**config.mk**
```make
export PLATFORM = sky130hd
export DESIGN_NAME = sfp_supervisor
export DESIGN_NICKNAME = d
export VERILOG_FILES = /design/src/rtl/sfp_pkg.sv /design/src/rtl/sfp_sat_timer.sv /design/src/rtl/sfp_fsm.sv /design/src/rtl/sfp_supervisor.sv
export SDC_FILE = /design/constraint.sdc
export NUM_CORES = 1
export LEC_CHECK = 0
export BUFFER_PORTS_ARGS = -buffer_cell sky130_fd_sc_hd__buf_2
export CORE_MARGIN = 10
export CORE_UTILIZATION = 30
export CTS_CLUSTER_DIAMETER = 40
export DETAILED_ROUTE_END_ITERATION = 7
export PLACE_DENSITY_LB_ADDON = 0.3
export REMOVE_ABC_BUFFERS = 1
export SLEW_MARGIN = 20
export SYNTH_ARGS = -nofsm -noshare
export SYNTH_HDL_FRONTEND = slang
export SYNTH_HIERARCHICAL = 1
export SYNTH_SLANG_ARGS = --single-unit
export TNS_END_PERCENT = 20
```
**constraint.sdc**
```tcl
create_clock -name clk -period 3.35 [get_ports clk]
set_input_delay 0.1675 -clock clk [delete_from_list [all_inputs] [get_ports clk]]
set_output_delay 0.1675 -clock clk [all_outputs]
set_load 0.05 [all_outputs]
```
**src/rtl/sfp_pkg.sv**
```systemverilog
package sfp_pkg;

    typedef enum logic [1:0] {
        ST_IDLE    = 2'd0,
        ST_BLANK   = 2'd1,
        ST_ON      = 2'd2,
        ST_TRIPPED = 2'd3
    } sfp_state_e;

    typedef enum logic [1:0] {
        CODE_NORMAL    = 2'b00,
        CODE_UNDERVOLT = 2'b01,
        CODE_SWERR     = 2'b10
    } sfp_code_e;

endpackage

```
**src/rtl/sfp_sat_timer.sv**
```systemverilog
// Saturating up-counter. A clear reloads with the current increment,
// so a restart cycle that is also an active cycle counts as one.
module sfp_sat_timer #(
    parameter int LIMIT = 20,
    localparam int W = $clog2(LIMIT + 1)
) (
    input  logic         clk,
    input  logic         rst_n,
    input  logic         clr,
    input  logic         inc,
    output logic [W-1:0] count
);
    localparam logic [W-1:0] LIM = W'(LIMIT);

    always_ff @(posedge clk or negedge rst_n) begin
        if (!rst_n) begin
            count <= '0;
        end else if (clr) begin
            count <= inc ? W'(1) : '0;
        end else if (inc && count != LIM) begin
            count <= count + W'(1);
        end
    end
endmodule

```
**src/rtl/sfp_fsm.sv**
```systemverilog
module sfp_fsm
    import sfp_pkg::*;
#(
    parameter int SHORT_CYC = 85,
    parameter int MAXON_CYC = 5000,
    parameter int CLAMP_CYC = 20,
    localparam int OW = $clog2(MAXON_CYC + 1),
    localparam int CW = $clog2(CLAMP_CYC + 1)
) (
    input  logic          clk,
    input  logic          rst_n,
    input  logic          sw_cmd,
    input  logic          cmp_trip,
    input  logic          clamp_act,
    input  logic          uv_flag,
    input  logic [OW-1:0] on_cnt,
    input  logic [CW-1:0] clamp_cnt,
    output logic          sw_en,
    output logic          on_clr,
    output logic          new_on,
    output logic [1:0]    status
);
    localparam logic [OW-1:0] SHORT_LAST = OW'(SHORT_CYC - 1);
    localparam logic [OW-1:0] MAXON_LIM  = OW'(MAXON_CYC);
    localparam logic [CW-1:0] CLAMP_LIM  = CW'(CLAMP_CYC);
    localparam sfp_state_e    FIRST_ON   = (SHORT_CYC == 1) ? ST_ON : ST_BLANK;

    sfp_state_e state, state_nxt;
    logic       clamp_over, maxon_over;

    // Switch gating: any present fault inhibits switching
    assign sw_en  = sw_cmd && !uv_flag && (state != ST_TRIPPED);
    assign on_clr = (state == ST_IDLE);
    assign new_on = (state == ST_IDLE) && sw_en;

    // Clamp check is suppressed on the turn-on cycle (counter restarts there)
    assign clamp_over = clamp_act && !new_on && (clamp_cnt >= CLAMP_LIM);
    assign maxon_over = sw_en && (state != ST_IDLE) && (on_cnt >= MAXON_LIM);

    always_comb begin
        state_nxt = state;
        unique case (state)
            ST_IDLE: begin
                if (clamp_over)             state_nxt = ST_TRIPPED;
                else if (sw_en && cmp_trip) state_nxt = ST_TRIPPED;
                else if (sw_en)             state_nxt = FIRST_ON;
            end
            ST_BLANK: begin
                if (clamp_over || maxon_over)  state_nxt = ST_TRIPPED;
                else if (!sw_en)               state_nxt = ST_IDLE;
                else if (cmp_trip)             state_nxt = ST_TRIPPED;
                else if (on_cnt == SHORT_LAST) state_nxt = ST_ON;
            end
            ST_ON: begin
                if (clamp_over || maxon_over) state_nxt = ST_TRIPPED;
                else if (!sw_en)              state_nxt = ST_IDLE;
            end
            ST_TRIPPED: state_nxt = ST_TRIPPED;
            default:    state_nxt = ST_TRIPPED;
        endcase
    end

    // State register
    always_ff @(posedge clk or negedge rst_n) begin
        if (!rst_n) state <= ST_IDLE;
        else        state <= state_nxt;
    end

    // Output register: undervoltage dominates the latched error
    always_ff @(posedge clk or negedge rst_n) begin
        if (!rst_n)                       status <= CODE_NORMAL;
        else if (uv_flag)                 status <= CODE_UNDERVOLT;
        else if (state_nxt == ST_TRIPPED) status <= CODE_SWERR;
        else                              status <= CODE_NORMAL;
    end
endmodule

```
**src/rtl/sfp_supervisor.sv**
```systemverilog
module sfp_supervisor #(
    parameter int SHORT_CYC = 85,
    parameter int MAXON_CYC = 5000,
    parameter int CLAMP_CYC = 20
) (
    input  logic       clk,
    input  logic       rst_n,
    input  logic       sw_cmd,
    input  logic       cmp_trip,
    input  logic       clamp_act,
    input  logic       uv_flag,
    output logic       sw_en,
    output logic [1:0] status
);
    localparam int OW = $clog2(MAXON_CYC + 1);
    localparam int CW = $clog2(CLAMP_CYC + 1);

    logic [OW-1:0] on_cnt;
    logic [CW-1:0] clamp_cnt;
    logic          on_clr, new_on;

    sfp_sat_timer #(.LIMIT(MAXON_CYC)) u_on_tmr (
        .clk   (clk),
        .rst_n (rst_n),
        .clr   (on_clr),
        .inc   (sw_en),
        .count (on_cnt)
    );

    sfp_sat_timer #(.LIMIT(CLAMP_CYC)) u_clamp_tmr (
        .clk   (clk),
        .rst_n (rst_n),
        .clr   (!clamp_act || new_on),
        .inc   (clamp_act),
        .count (clamp_cnt)
    );

    sfp_fsm #(
        .SHORT_CYC (SHORT_CYC),
        .MAXON_CYC (MAXON_CYC),
        .CLAMP_CYC (CLAMP_CYC)
    ) u_fsm (
        .clk       (clk),
        .rst_n     (rst_n),
        .sw_cmd    (sw_cmd),
        .cmp_trip  (cmp_trip),
        .clamp_act (clamp_act),
        .uv_flag   (uv_flag),
        .on_cnt    (on_cnt),
        .clamp_cnt (clamp_cnt),
        .sw_en     (sw_en),
        .on_clr    (on_clr),
        .new_on    (new_on),
        .status    (status)
    );
endmodule

```
=== Word level (Yosys, flattened, before mapping) ===
Cells that the tools add are included.

* $lt $le $gt $ge: 2
* Add/sub/neg operators: 2
* Multiplexer cells: 18
* Eq/ne operators: 8
* Reductions and logical operators: 19

{| class="wikitable"
|+ Operators with widths
! operator !! count
|-
| $mux W13 || 2
|-
| $mux W2 || 11
|-
| $add A13 B1 Y13 const B || 1
|-
| $eq A13 B7 Y1 const B || 1
|-
| $ge A13 B13 Y1 const B || 1
|-
| $ne A13 B13 Y1 const B || 1
|-
| $logic_and A1 B1 Y1 || 10
|-
| $mux W5 || 2
|-
| $pmux W2 S4 || 1
|-
| $eq A2 B2 Y1 const B || 3
|-
| $reduce_bool A2 Y1 || 3
|-
| $add A5 B1 Y5 const B || 1
|-
| $ge A5 B5 Y1 const B || 1
|-
| $ne A5 B5 Y1 const B || 1
|-
| $logic_not A1 Y1 || 3
|-
| $eq A2 B1 Y1 const B || 1
|-
| $logic_not A2 Y1 || 1
|-
| $logic_or A1 B1 Y1 || 2
|-
| $mux W1 || 2
|-
| $ne A2 B2 Y1 const B || 1
|}

* Bits in registers: 22
* Input bits: 6

=== Logic depth before layout (Yosys ltp) ===
Gate-level depths: netlist of run 1.

* Depth after elaboration: 13
* Depth in mapped cells: 6
* Mapped depth without buffers: 6

=== Modules after synthesis ===
The synthesis of run 1 kept the hierarchy.

{| class="wikitable"
|+ By module, submodules not included
! module !! times used !! area an instance (µm²) !! cells an instance
|-
| sfp_sat_timer at u_on_tmr || 1 || 767.0 || 79
|-
| sfp_fsm || 1 || 310.3 || 38
|-
| sfp_sat_timer at u_clamp_tmr || 1 || 272.8 || 26
|-
| sfp_supervisor || 1 || 6.3 || 1
|}

=== Least setup slack after synthesis of run 1 ===
No wires, ideal clock.

* Kind: reg2reg
* Start: reg u_fsm.state[1]
* End: reg u_on_tmr.count[12]
* Stages on the path, launching flop included: 6
* Required time: 3.272 ns
* Slack: 0.891 ns
* Clock period less this slack: 2.459 ns
* Data arrival time: 2.381 ns
* Setup time: 0.078 ns
* Cell sequence: dfrtp_1 -> a21oi_1 -> buf_4 -> nand4_2 -> or4_1 -> a21oi_1

* Longest elaborated chain between the ends: 4
* Elaborated cells between the ends (all ways): 6
* Classes of those cells: 1 x eq/ne; 1 x mux; 4 x reduce/logical

{| class="wikitable"
|+ Ends and longest elaborated chain
! element !! RTL line !! source
|-
| start, declared || sfp_fsm.sv:28 || <nowiki>sfp_state_e state, state_nxt;</nowiki>
|-
| start signal, assigned || sfp_fsm.sv:66 || <nowiki>else state <= state_nxt;</nowiki>
|-
| $ne A2 B2 Y1 || sfp_fsm.sv:32 || <nowiki>assign sw_en = sw_cmd && !uv_flag && (state != ST_TRIPPED);</nowiki>
|-
| $logic_and A1 B1 Y1 || sfp_fsm.sv:32 ||
|-
| named net sw_en || sfp_supervisor.sv:12 || <nowiki>output logic sw_en,</nowiki>
|-
| $logic_and A1 B1 Y1 || sfp_sat_timer.sv:20 || <nowiki>end else if (inc && count != LIM) begin</nowiki>
|-
| $reduce_bool A2 Y1 (no line) || - ||
|-
| end signal, assigned || sfp_sat_timer.sv:19 || <nowiki>count <= inc ? W'(1) : '0;</nowiki>
|-
| end signal, assigned || sfp_sat_timer.sv:21 || <nowiki>count <= count + W'(1);</nowiki>
|-
| end, declared || sfp_sat_timer.sv:11 || <nowiki>output logic [W-1:0] count</nowiki>
|}

The timed path passes the listed nets, and every way through them passes these cells.
A chain may end at the register's enable or synchronous reset.

=== Final worst setup path of run 1 ===
* Start: reg u_fsm.state[1]
* End: reg u_on_tmr.count[9]

* Longest elaborated chain between the ends: 4
* Elaborated cells between the ends (all ways): 6
* Classes of those cells: 1 x eq/ne; 1 x mux; 4 x reduce/logical

{| class="wikitable"
|+ Ends and longest elaborated chain
! element !! RTL line
|-
| $ne A2 B2 Y1 || sfp_fsm.sv:32
|-
| $logic_and A1 B1 Y1 || sfp_fsm.sv:32
|-
| $logic_and A1 B1 Y1 || sfp_sat_timer.sv:20
|-
| $reduce_bool A2 Y1 (no line) || -
|}

Several ways; a longest one is shown, not always the timed one.

==> results of run 1 <==
-- layer usage --
layer,global-route usage (%),vias to the layer above,part of all wire (%),wire (microns)
li1,-,573,-,-
met4,2.17,0,0.72,21
met5,0,-,0,0
met2,12.9,26,45,1300
met1,10.5,549,48,1410
met3,3.46,4,6.5,190
-- flip-flops by register name (all words and copies together), names as in the netlist --
register / flops
u_fsm/state: 2
u_fsm/status: 2
u_on_tmr/count: 13
u_clamp_tmr/count: 5
-- cell type report --
type	count	area (sq um)	area share [%]
multi-input combinational	112	764	49.8
sequential	22	551	35.9
tap	52	65.1	4.24
timing repair buffer	10	57.6	3.75
clock buffer	3	41.3	2.69
clock inverter	1	30.0	1.96
inverter	7	26.3	1.71
-- synth_stat cells (3+ instances only) --
cell type and number:
o31ai_1 5, nand2_1 7, nand4_1 5, xor2_1 3
nor2b_1 3, nor4b_1 3, nor2_1 12, o21ai_0 5
inv_1 7, nand2b_1 4, ha_1 4, or4_1 4
a31oi_1 3, nand3_1 7, and4_1 3, a21oi_1 12
dfrtp_1 22, nor4_1 4
-- cell usage in the layout, fill, tap and decap left out, types with 4 or more instances in the layout --
cell and n:
dfrtp_1 22, nor2_1 12, a21oi_1 12, buf_2 8, inv_1 7, nand2_1 7
nand3_1 7, o31ai_1 5, nand4_1 5, o21ai_0 5, nand2b_1 4, ha_1 4
nor4_1 4, or4_1 4
-- kinds of logic after synthesis --
| logic type | count (synthesis) | share of synthesized area, % |
|---|---|---|
| AND/OR/NAND/NOR | 66 | 29.9 |
| AO/OA/AOI/OAI | 36 | 18.5 |
| flip-flops | 22 | 40.6 |
| buffers and inverters | 10 | 3.05 |
| adder cells (fa/ha/maj) | 4 | 3.69 |
| XOR/XNOR | 3 | 1.94 |
| multiplexers | 3 | 2.40 |
-- power breakdown --
part	leakage (nW)	switching [mW]	internal, mW
Combinational	0.313	0.168	0.105
Sequential	0.295	0.0500	0.299
Clock	0.0357	0.0927	0.160
-- worst min-delay path by stage --
| stage | to | from |
|---|---|---|
| detailed placement | u_clamp_tmr/count[2]$_DFFE_PN0P_ | rst_n |
| global route | u_fsm/status[0]$_DFF_PN0_ | uv_flag |
| global placement | u_clamp_tmr/count[2]$_DFFE_PN0P_ | rst_n |
| CTS | u_fsm/status[0]$_DFF_PN0_ | uv_flag |
| floorplan | u_clamp_tmr/count[0]$_DFFE_PN0P_ | rst_n |
| finish | u_fsm/status[0]$_DFF_PN0_ | uv_flag |
-- worst max-delay path, cell delays in order, from the launching register on --
cell and delay (ns):
dfrtp_1 0.45, a21oi_1 0.66, nand4_2 0.28, nor4_1 0.27
mux2_2 0.38
-- stage by stage --
stage / util, % / hold slack [ns] / std cells / instance area, sq um
after floorplan: - / -0.128 / 141 / 1340
after global placement: 33.4 / 0.167 / 202 / 1450
after detailed placement: 33.4 / 0.177 / 202 / 1450
after CTS: 35.3 / 0.0221 / 207 / 1540
after global routing: 35.3 / 0.0248 / 207 / 1540
final: 35.3 / 0.0304 / 207 / 1540
==> results by stage, run 1 <==
STA:
- Summed over all failing endpoints, the final setup total negative slack is 0 ns.
- The final clock period utilization by the worst path is 64.8%.
- The clock period could shrink to 2.17 ns.
- In this run the tightest slew margin relative to its limit is 48.3%.
- Based on the critical path, the design can be clocked at up to 461 MHz.
- The actual transition at the worst max-transition pin is 0.776 ns.
- The max-slew violation count was 0.
- Clock skew on the completed layout was measured at 0.00836 ns.
- Setup violations remaining at the end of the flow were counted as 0.
- The count of final hold-check violations came to 0.
- Setup repair after global routing left no endpoint under its margin.
- In the post-route analysis, the smallest setup slack over all paths is 1.18 ns.

Hold path:
- The worst min-delay path class is primary input to flop.
- The cell depth of the worst hold path is 1.

Place:
- The count of buffers added on input and output ports is 8.
- The worst setup timing slack at the placement stage is 1.17 ns.
- The last weighted congestion value of the routability-driven placer is 0.774.
- The wire-length estimate of the detail-placed layout is 2.08 mm.

Clock tree:
- The library cell used as clock root buffer is clkbuf_8.
- For the worst-skew pair, the clock arrives at the later sink with an insertion delay of 0.27 ns.
- For this design, the sink count on the clock tree is 22.
- After clock tree synthesis, the clock-pin slew on the worst setup and hold paths is 0.09 ns.
- TritonCTS built the clock tree.
- Post-CTS timing repair inserted 0 buffers for setup.
- No sink is reached through more buffers than the 2 on the longest clock path.
- The quantity of gates resized following cts is 0.
- CTS built an H-tree with a depth of 1.
- The number of clock buffers inserted by TritonCTS is 3.
- The number of buffers inserted for hold repair after clock tree synthesis is 1.

Worst setup path:
- Data on the critical path is required at its endpoint by 3.50 ns.
- The most critical setup path has its endpoint at u_on_tmr/count[9]$_DFFE_PN0P_.
- Measured in cells, the most critical reg-to-reg path has a length of 4.
- The worst setup path startpoint is u_fsm/state[1]$_DFF_PN0_.
- The kind of start point of the critical path is a flop.
- The setup path with the least slack is of type flop to flop.
- The setup check on the worst reg-to-reg path leaves a slack of 1.18 ns.
- The worst endpoint data arrival time is 2.32 ns.
- The endpoint of the worst-slack reg-to-reg timing path is u_on_tmr/count[9]$_DFFE_PN0P_.
- The kind of end point of the critical path is a flop.
- Of all nets on the critical path, the largest fanout is 10.
- The critical register-to-register path startpoint is u_fsm/state[1]$_DFF_PN0_.

Routing:
- The number of iterations in the first detailed-routing pass is 4.
- The remaining number of nets flagged by the antenna check after routing is 0.
- Using the TritonRoute via totals, the vias-per-cell ratio works out to 5.57.
- The DRC violation count after routing is 0.
- The final wirelength is 2.92 mm.
- In the final routed layout, each cell accounts on average for 14.1 microns.
- The number of DRC violations after detailed-routing iteration 0 is 40.
- Summing over every cut layer, the via total after detailed routing is 1152.

Floorplanning:
- The overall die height is 87.2 microns.
- The initial utilization of the core area, before any placement, comes to 31.1%.
- The die outline width is 87.2 microns.
- The core area is 4350 sq um.
- The die area is 7610 sq um.
- The number of top-level design ports is 9.
- After floorplanning, the core was divided into 24 placement rows.

Global route:
- After global routing the overflow that remains totals 0.
- The first global-routing pass estimated 5.34 mm of wire.
- The via count of the first global-routing pass came to 1157.
- The number of antenna violations at the first check in global routing is 0.
- Entering global routing, the biggest net connects 23 pins.
- In the global route stage, overall resource usage came out at 8.38%.

Yosys:
- The average instance in the mapped netlist occupies 9.42 sq um.
- The mapped netlist covers 1360 sq um.
- The synthesized design contains 0 enable-type register cells.
- Of all cell types, the one taking the most synthesized area is dfrtp_1.
- The area share of the largest cell type after synthesis is 40.6%.
- Synthesis instantiated 42 different standard cells from the library.
- Counting flops and latches in the post-synthesis netlist gives 22.
- The post-synthesis async set-or-reset flop share is 100%.
- For this run, the leading register cell type out of synthesis is dfrtp_1.
- By area the synthesized netlist is led by dfrtp_1, a21oi_1, ha_1.
- The yosys synthesis warning count is 6.
- The cell count after synthesis came out at 144.
- Summing the sequential cell areas from Yosys gives 40.6% of the chip area.

Layout:
- From synthesis to final layout, the design area changed by 13.2%.
- The final net count is 166.
- The share of final-layout standard cells stronger than drive strength 1 is 15.5%.
- After filler insertion, the fill cell instance count of the layout stands at 427.
- The antenna diode count is 0.

Power and ir drop:
- Summed over all cells, the static leakage comes to 0.644 nW.
- Total power for the finished layout comes to 0.875 mW.
- Across the VDD grid, the largest voltage drop is 0.212 mV.
- The total power density per cell area is 570 nW/um^2.

Job:
- The tool flagged a number of max-cap violations equal to 0.

Status:
- The flow ran to the end, and the final reports show no timing, DRC or antenna violations.
Power figures use the tool's default switching activity.
==> inputs of run 2 (changes only) <==
- clock period: 3.35 -> 1.76 ns (I/O delays scaled with it)
==> run 2 against run 1 <==
Against the previous run: largest cell class unchanged; clock skew decreased by 0.00095 ns; combinational power increased by 130%; highest routed layer unchanged; non-clock buffer count up 7; sequential share of layout area down 1.1 points; core utilization grew 1.3 points; flip-flop and latch count stayed put; critical path type unchanged; global-route usage is 0.13 points higher; wire length increased by 9.9%.
==> results by stage, run 2 (synthesis results as in run 1) <==
Routing:
- The number of DRC violations after detailed-routing iteration 0 is 76 (+90%).
- The remaining number of nets flagged by the antenna check after routing is 0 (unchanged).
- The vias per cell was 5.67 (+1.9%).
- The final wirelength is 3.21 mm (+9.9%).
- The via count is 1214 (+5.4%).
- The wire length per cell after detailed routing was 15.0 microns (+6.3%).
- The DRC violation count after routing was 0 (unchanged).
- The number of iterations in the first detailed-routing pass is 4 (unchanged).

Clock tree:
- The post-CTS setup-driven buffer insertion count is 0 (unchanged).
- The count of clock tree sinks came to 22 (unchanged).
- The number of buffers on the longest clock path came to 2 (unchanged).
- The clock latency on the worst-skew pair is 0.27 ns (about the same).
- The clock transition at the registers of the reported paths is 0.09 ns (about the same).
- The number of clock buffers inserted by TritonCTS is 3 (unchanged).
- The library cell used as clock root buffer is clkbuf_8.
- The depth of the CTS H-tree is 1 (unchanged).
- TritonCTS built the clock tree.

Global route:
- The aggregate global routing overflow is 0 (unchanged).
- The global router's overall resource usage was 8.50% (+0.13 points).
- The maximum number of pins on one net before global-route repair came to 23 (unchanged).
- The first-pass GRT wire length came to 5.44 mm (+1.9%).
- The number of antenna violations at the first check in global routing is 0 (unchanged).
- The via count of the first global-routing pass is 1177 (+1.7%).

Place:
- The count of input and output buffers is 8 (unchanged).
- The last weighted congestion value of the routability-driven placer is 0.810 (+4.5%).
- The half-perimeter wire length after placement is 2.30 mm (+11%).
- The worst setup timing slack at the placement stage came to 0.123 ns (-1.05 ns).

Layout:
- The largest registers in the layout are u_on_tmr/count (13), u_clamp_tmr/count (5).
- The share of final-layout standard cells stronger than drive strength 1 was 19.8% (+4.3 points).
- Leaving out fill and tap cells, the most frequent cells in the layout are dfrtp_1, nor2_1, a21oi_1, buf_2.
- The number of flip-flops in the largest register came to 13 (unchanged).
- Relative to the synthesized area, the layout overhead comes to 17.4%.
- The antenna diode count was 0 (unchanged).
- The leading cell type in the layout, fill and taps excluded is dfrtp_1.
- The final net count is 173 (+4.2%).
- Ranked by flip-flop count, first place goes to u_on_tmr/count.

STA:
- The count of final hold-check violations is 0 (unchanged).
- The worst path setup slack after routing is 0.103 ns (-1.08 ns).
- The actual transition at the worst max-transition pin came to 0.513 ns (-0.263 ns).
- The max-slew violation count is 0 (unchanged).
- The highest clock frequency the design can meet is 604 MHz (+31%).
- The final setup violation count came to 0 (unchanged).
- The minimum clock period is 1.66 ns (-0.514 ns).
- The tightest slew margin relative to the limit was 65.8% (+18 points).
- The final clock period utilization by the worst path came to 94.1% (+29 points).
- The setup clock skew after layout was 0.00741 ns (-0.000945 ns).
- Setup repair after global routing left no endpoint under its margin.

Hold path:
- The tightest min-delay check is of the primary input to flop type.
- The cell depth of the worst hold path came to 3 (+2).
- The worst hold path begins at clamp_act.
- The terminating pin of the worst hold path is u_clamp_tmr/count[1]$_DFFE_PN0P_.

Job:
- The number of maximum-capacitance constraint violations was 0 (unchanged).

Power and ir drop:
- The maximum ir drop on the vdd rail is 0.476 mV (+120%).
- The relative contribution of combinational cells to total power was 36.2% (+5.0 points).
- The leakage power summed over all cells was 0.676 nW (+5.0%).
- The total power density per cell area is 1100 nW/um^2 (+94%).
- The cell internal power dissipation is 1.14 mW (+100%).
- The switching part of the total power was 35.5% (-0.055 points).
- The overall power after layout is 1.76 mW (+100%).
- The relative contribution of the clock network to total power is 27.5% (-1.3 points).
- The switching power summed over all nets is 0.624 mW (+100%).
- The part of the total power dissipated in sequential elements came to 36.3% (-3.6 points).

Worst setup path:
- The endpoint of the worst-slack reg-to-reg timing path is u_on_tmr/count[5]$_DFFE_PN0P_.
- The setup path with the least slack is of type flop to flop.
- The required time reported for the critical path endpoint is 1.96 ns (-1.54 ns).
- The kind of start point of the critical path is a flop.
- The length in cells of the worst reg-to-reg path came to 5 (+1).
- The worst setup path is captured at a flop.
- The worst endpoint data arrival time came to 1.85 ns (-0.47 ns).
- The worst setup slack for register-to-register paths is 0.10 ns (-1.08 ns).
- The peak fanout along the critical path is 9 (-1).
- The startpoint identified for the worst register-to-register timing path is u_fsm/state[1]$_DFF_PN0_.

Floorplanning:
- The die area is 7610 sq um (unchanged).
- The number of top-level design ports is 9 (unchanged).
- The cell row count was 24 (unchanged).
- The core area is 4350 sq um (unchanged).
- The overall die height was 87.2 microns (unchanged).
- The die outline width was 87.2 microns (unchanged).
- The initial core utilization is 31.1% (unchanged).

Status:
- The flow ran to the end, and the final reports show no timing, DRC or antenna violations.
==> run 2: cell types whose count changed in the layout (fill, tap and decap cells not counted), sizes merged <==
cell and change:
buf +6, dlygate4sd3 +1
==> run 2: timing repair <==
| item | in CTS | in global routing |
|---|---|---|
| gates resized for setup | 0 | 2 |
| hold endpoints to repair | 24 | 0 |
| endpoints found under the setup margin | 0 | 2 |
| hold buffers | 2 | 0 |
==> run 2: area by class of cell <==
type                       count  area [sq um]
clock buffer                   3          41.3
clock inverter                 1          30.0
fill                         435          2760
inverter                       7          26.3
multi-input combinational    112           764
sequential                    22           553
tap                           52          65.1
timing repair buffer          17           113
==> run 2: worst max path at each step <==
stage	from	to	slack [ns]
final	u_fsm/state[1]$_DFF_PN0_	u_on_tmr/count[5]$_DFFE_PN0P_	0.10
after global routing	u_fsm/state[1]$_DFF_PN0_	u_on_tmr/count[5]$_DFFE_PN0P_	0.003
after floorplan	u_fsm/state[1]$_DFF_PN0_	u_on_tmr/count[12]$_DFFE_PN0P_	-0.87
after detailed placement	uv_flag	u_on_tmr/count[10]$_DFFE_PN0P_	0.12
after global placement	uv_flag	u_on_tmr/count[5]$_DFFE_PN0P_	0.15
after CTS	u_fsm/state[1]$_DFF_PN0_	u_on_tmr/count[5]$_DFFE_PN0P_	0.10
==> run 2: power by group through the flow <==
stage	sequential, mW	combinational [mW]	clock (mW)
2_1_floorplan	0.686	0.349	0
4_1_cts	0.633	0.631	0.496
6_report	0.639	0.637	0.483
3_5_place_dp	0.643	0.624	0
5_1_grt	0.650	0.700	0.510
3_3_place_gp	0.638	0.608	0
==> run 2: metal layers <==
metal  vias up  GRT usage [%]  share of wire (%)
li1        585              -                  -
met4         0           1.30               0.19
met2        34           14.9                 49
met1       593           9.93                 44
met5         -              0                  0
met3         2           2.72                6.5
==> run 2: worst max-delay path, cell delays in order (launching register included) <==
cell	delay [ns]
dfrtp_1	0.38
a21oi_1	0.25
buf_4	0.21
inv_1	0.09
or4_1	0.50
a21oi_1	0.15
==> run 2: through the flow <==
| step | hold WS, ns | utilization (%) | cell area [sq um] | std cells | TNS, ns |
|---|---|---|---|---|---|
| after detailed placement | 0.0908 | 34.4 | 1500 | 208 | 0 |
| after floorplan | -0.208 | - | 1340 | 141 | -8.49 |
| after global placement | 0.0803 | 34.4 | 1500 | 208 | 0 |
| after global routing | 0.178 | 36.6 | 1590 | 214 | 0 |
| final | 0.155 | 36.6 | 1590 | 214 | 0 |
| after CTS | 0.156 | 36.5 | 1590 | 214 | 0 |
